<file path="config.mk">
export PLATFORM = sky130hd
export DESIGN_NAME = rcs_status_reg
export DESIGN_NICKNAME = d
export VERILOG_FILES = /design/src/rtl/rcs_pkg.sv /design/src/rtl/rcs_rise_det.sv /design/src/rtl/rcs_sticky_bank.sv /design/src/rtl/rcs_status_reg.sv
export SDC_FILE = /design/constraint.sdc
export NUM_CORES = 1
export LEC_CHECK = 0
export ABC_AREA = 1
export BUFFER_PORTS_ARGS = -buffer_cell sky130_fd_sc_hd__buf_2
export CORE_AREA = 5 5 70 72
export DETAILED_ROUTE_END_ITERATION = 7
export DIE_AREA = 0 0 75 77
export PLACE_DENSITY = 0.81
export SYNTH_ARGS = -nofsm -noshare
export SYNTH_HDL_FRONTEND = slang
export SYNTH_HIERARCHICAL = 1
export SYNTH_SLANG_ARGS = --single-unit
</file>
<file path="constraint.sdc">
create_clock -name clk -period 0.9 [get_ports clk]
set_input_delay 0.045 -clock clk [delete_from_list [all_inputs] [get_ports clk]]
set_output_delay 0.045 -clock clk [all_outputs]
set_load 0.01 [all_outputs]
</file>
<file path="src/rtl/rcs_pkg.sv">
package rcs_pkg;
    localparam int unsigned WORD_W    = 32;
    localparam int unsigned POR_BIT   = 0;
    localparam int unsigned SWR_BIT   = 1;
    localparam int unsigned SRC_LSB   = 2;
    localparam int unsigned QUAL_LSB  = 16;
    localparam int unsigned WDSRT_BIT = 29;
    localparam int unsigned WASRT_BIT = 30;
    localparam int unsigned ACT_BIT   = 31;
    localparam int unsigned MAX_SRC   = 10;
    localparam int unsigned MAX_QUAL  = 10;
endpackage

</file>
<file path="src/rtl/rcs_rise_det.sv">
module rcs_rise_det #(
    parameter int unsigned W = 1
) (
    input  logic         clk,
    input  logic         rst_n,
    input  logic [W-1:0] sig_i,
    output logic [W-1:0] rise_o
);
    logic [W-1:0] sig_q;

    always_ff @(posedge clk or negedge rst_n) begin
        if (!rst_n) sig_q <= '0;
        else        sig_q <= sig_i;
    end

    assign rise_o = sig_i & ~sig_q;
endmodule

</file>
<file path="src/rtl/rcs_sticky_bank.sv">
module rcs_sticky_bank #(
    parameter int unsigned W       = 1,
    parameter logic [W-1:0] RST_VAL = '0
) (
    input  logic         clk,
    input  logic         rst_n,
    input  logic [W-1:0] set_i,
    input  logic [W-1:0] clr_i,
    output logic [W-1:0] q_o
);
    logic [W-1:0] flag_q;

    // set has priority over clear so that an event is never lost
    always_ff @(posedge clk or negedge rst_n) begin
        if (!rst_n) flag_q <= RST_VAL;
        else        flag_q <= (flag_q & ~clr_i) | set_i;
    end

    assign q_o = flag_q;
endmodule

</file>
<file path="src/rtl/rcs_status_reg.sv">
module rcs_status_reg
    import rcs_pkg::*;
#(
    parameter int unsigned NUM_SRC        = 10,
    parameter int unsigned NUM_QUAL       = 10,
    parameter bit          SW_ASSERT_EN   = 1'b1,
    parameter bit          SW_DEASSERT_EN = 1'b1
) (
    input  logic                clk,
    input  logic                rst_n,
    input  logic [NUM_SRC-1:0]  src_trig,
    input  logic                sw_trig,
    input  logic [NUM_QUAL-1:0] qual_in,
    input  logic                seq_active,
    input  logic                wait_assert,
    input  logic                wait_deassert,
    input  logic                wr_en,
    input  logic [WORD_W-1:0]   wr_data,
    output logic [WORD_W-1:0]   rd_data
);
    localparam int unsigned CAUSE_W = NUM_SRC + 2;
    localparam logic [CAUSE_W-1:0] CAUSE_RST = CAUSE_W'(1);
    localparam logic [WORD_W-1:0] USED_MASK =
        ({{(WORD_W-CAUSE_W){1'b0}}, {CAUSE_W{1'b1}}}) |
        ({{(WORD_W-NUM_QUAL){1'b0}}, {NUM_QUAL{1'b1}}} << QUAL_LSB) |
        (WORD_W'(SW_DEASSERT_EN) << WDSRT_BIT) |
        (WORD_W'(SW_ASSERT_EN) << WASRT_BIT);

    initial begin
        if (NUM_SRC > MAX_SRC || NUM_QUAL > MAX_QUAL || NUM_SRC == 0 || NUM_QUAL == 0)
            $error("rcs_status_reg: source or qualifier count out of range");
    end

    logic [WORD_W-1:0]   clr_vec;
    logic [CAUSE_W-1:0]  cause_q;
    logic [NUM_QUAL-1:0] qual_rise;
    logic [NUM_QUAL-1:0] qual_q;
    logic                wasrt_q;
    logic                wdsrt_q;
    logic                unused_wr;

    assign clr_vec   = wr_en ? wr_data : '0;
    assign unused_wr = ^(clr_vec & ~USED_MASK);

    // cause flags: bit 0 power-on (no set source), bit 1 software, then sources
    rcs_sticky_bank #(.W(CAUSE_W), .RST_VAL(CAUSE_RST)) u_cause (
        .clk   (clk),
        .rst_n (rst_n),
        .set_i ({src_trig, sw_trig, 1'b0}),
        .clr_i (clr_vec[CAUSE_W-1:0]),
        .q_o   (cause_q)
    );

    rcs_rise_det #(.W(NUM_QUAL)) u_qual_edge (
        .clk    (clk),
        .rst_n  (rst_n),
        .sig_i  (qual_in),
        .rise_o (qual_rise)
    );

    rcs_sticky_bank #(.W(NUM_QUAL)) u_qual (
        .clk   (clk),
        .rst_n (rst_n),
        .set_i (qual_rise),
        .clr_i (clr_vec[QUAL_LSB +: NUM_QUAL]),
        .q_o   (qual_q)
    );

    generate
        if (SW_ASSERT_EN) begin : g_wasrt
            rcs_sticky_bank #(.W(1)) u_wasrt (
                .clk   (clk),
                .rst_n (rst_n),
                .set_i (wait_assert),
                .clr_i (clr_vec[WASRT_BIT]),
                .q_o   (wasrt_q)
            );
        end else begin : g_no_wasrt
            assign wasrt_q = 1'b0;
        end

        if (SW_DEASSERT_EN) begin : g_wdsrt
            rcs_sticky_bank #(.W(1)) u_wdsrt (
                .clk   (clk),
                .rst_n (rst_n),
                .set_i (wait_deassert),
                .clr_i (clr_vec[WDSRT_BIT]),
                .q_o   (wdsrt_q)
            );
        end else begin : g_no_wdsrt
            assign wdsrt_q = 1'b0;
        end
    endgenerate

    always_comb begin
        rd_data                        = '0;
        rd_data[CAUSE_W-1:0]           = cause_q;
        rd_data[QUAL_LSB +: NUM_QUAL]  = qual_q;
        rd_data[WDSRT_BIT]             = wdsrt_q;
        rd_data[WASRT_BIT]             = wasrt_q;
        rd_data[ACT_BIT]               = seq_active;
    end
endmodule

</file>
==> results.toml <==
[cts]
cts.sinks = 34
clk_pin_slew_ns = 0.07
numCtsBuffers = 5
tritoncts = "yes"
clk_path_buf_depth = 2
cts_root_buf = "clkbuf_8"
clock_latency_ns = 0.27
h-tree-depth = 2

[layout]
diodes = 0
drive_gt1_share_pct = 29.7
fin_area_um2 = 2330
final_nets = 371
final_cell_mix = "82 x inv_1, 72 x nand2_1, 72 x buf_2"
final_common_cell = "inv_1"
syn_to_final_growth_pct = 46.2

[sta]
timing.final.crit_share_pct = 106
fin_skew_ns = 0.000323
setup_viol = 1
hold_viol = 0
layout_setup_ws_ns = -0.0559
timing.fmax_mhz = 1050
fin_crit_ns = 0.956
slew_violations = 0
fin_setup_tns_ns = -0.0559
rsz0062_at_grt = "yes"

[place]
gp_congestion = 0.703
dp_slack_ns = 0.197
placed_area_um2 = 1990
place_hpwl_mm = 2.41
numPortBuffers = 73

[hold_path]
hold_start = "wr_data[0]"
whs_path_depth = 6
holdCritPathClass = "in2reg"
min_to = "u_cause/q_o[0]"

[synthesis]
syn_avg_cell_area_um2 = 7.55
synthDistinctLibCells = 8
synth_cells = 211
synthesis.area_um2 = 1590
ys_warn_count = 6
ys_ff_latch = 34
ys_seq_area_share_pct = 53.5

[worst_setup_path]
crit_path_end_kind = "output port"
crit_type = "reg2out"
cp_slowest_cell = "dfstp_2"
crit_chain = "buf_6"
cp_top_family = "flip-flops"
cp.required_ns = 0.85
start_kind = "register"
r2r_setup_slack_ns = 0.20
critPathMaxStageDelay_ns = 0.54
r2r_cells = 2
timing.rr.start = "u_cause/q_o[0]"
critPathMaxFanout = 2
r2r-end = "u_cause/q_o[0]"
arrival_ns = 0.91
worst-path-buf-inv = 1

[global_route]
grt_pass1_vias = 1369
grt_max_degree = 35
grt_pass1_wl_mm = 5.69
grt.overflow.total = 0
grt_usage_pct = 12.7
antenna_found_initial = 0

[run_status]
outcome = "complete, but fails checks"
violations = "negative setup slack"

[run]
maxCapViolCount = 0

[floorplanning]
coreArea_um2 = 4230
fp.dieW_um = 75
dieArea_um2 = 5780
initial_core_util_pct = 37.6
fp.dieH_um = 77
num_io_pins = 91
rows = 24

[power]
peakVddDrop_mv = 1.22
leakage_nw = 1.48
p_per_area_nw_per_um2 = 1480

[detailed_routing]
drcViolationCount = 0
first_iter_violations = 62
firstDrtPassIters = 3
vias = 1396
wl_mm = 3.39
routed_via_density = 3.82
final_antenna_net_count = 0
avgRoutedWirePerCell_um = 9.30
Yosys cell counts:
master	count	area, µm²
buf_4	10	75.1
buf_6	2	22.5
conb_1	1	3.75
dfrtp_1	33	826
dfstp_2	1	26.3
inv_1	82	308
nand2_1	72	270
nor2_2	10	62.6
sequential cells by signal, summed over array words and instances, names as in the netlist:
name and count:
g_wasrt.u_wasrt/q_o 1, g_wdsrt.u_wdsrt/q_o 1, u_cause/q_o 12, u_qual/q_o 10
u_qual_edge/sig_q 10
worst min-delay path: stages:
cell     delay [ns]
buf_2          0.08
nand2_1        0.04
inv_1          0.04
inv_1          0.03
nand2_1        0.06
nand2_1        0.04
layout make-up:
cell class              count  area (µm²)
multi-input cells          90         363
fillers                   382        1900
clock buffers               7        86.3
inverters                  82         308
well taps                  52        65.1
clock inverters             1        5.00
flip-flops and latches     34         852
repair buffers             99         652
per-stage QoR:
step / instances / hold slack [ns] / power (W) / utilization, %
floorplan: 218 / -0.251 / 0.00202 / -
global route: 365 / 0.0686 / 0.00368 / 55.1
global placement: 333 / 0.0188 / 0.00224 / 47.1
finish: 365 / 0.0721 / 0.00344 / 55.1
CTS: 365 / 0.0527 / 0.00351 / 55.1
detailed placement: 333 / 0.0255 / 0.00227 / 47.1
report_power, final:
part,leakage (nW),switching [W],total (W),internal [W]
registers,0.370,0.0000535,0.00170,0.00165
logic,1.06,0.000304,0.000614,0.000310
clock network,0.0482,0.000510,0.00113,0.000617
total,1.48,0.000867,0.00344,0.00257
layer usage:
metal | track usage [%] | share of wire [%] | vias to the layer above
met1 | 12.3 | 36 | 613
li1 | - | - | 735
met2 | 24.6 | 55 | 43
met4 | 3.20 | 1.0 | 0
met3 | 4.31 | 8.0 | 5
met5 | 0 | 0 | -
worst max-delay path by stage:
| stage | depth (start not counted) | from | to |
|---|---|---|---|
| 2_1_floorplan | 2 | u_cause/q_o[0] | u_cause/q_o[0] |
| 4_1_cts | 1 | u_cause/q_o[0] | rd_data[0] |
| 3_5_place_dp | 7 | wr_en | u_cause/q_o[5] |
| 5_1_grt | 1 | u_cause/q_o[0] | rd_data[0] |
| 3_3_place_gp | 1 | u_cause/q_o[0] | rd_data[0] |
| 6_report | 1 | u_cause/q_o[0] | rd_data[0] |
kinds of logic after synthesis:
kind of cell / after synthesis / synth area share [%]
flops: 34 / 53.5
other cells: 1 / 0.235
buf+inv: 94 / 25.4
simple gates: 82 / 20.9
repair_timing:
item                       CTS  global route
hold buffers                24             0
hold endpoints to repair    57             0
setup endpoints to repair    1             1
resized for setup            1             0
buffers inserted             0             0
Note: power is estimated with default switching activity, not from simulation.
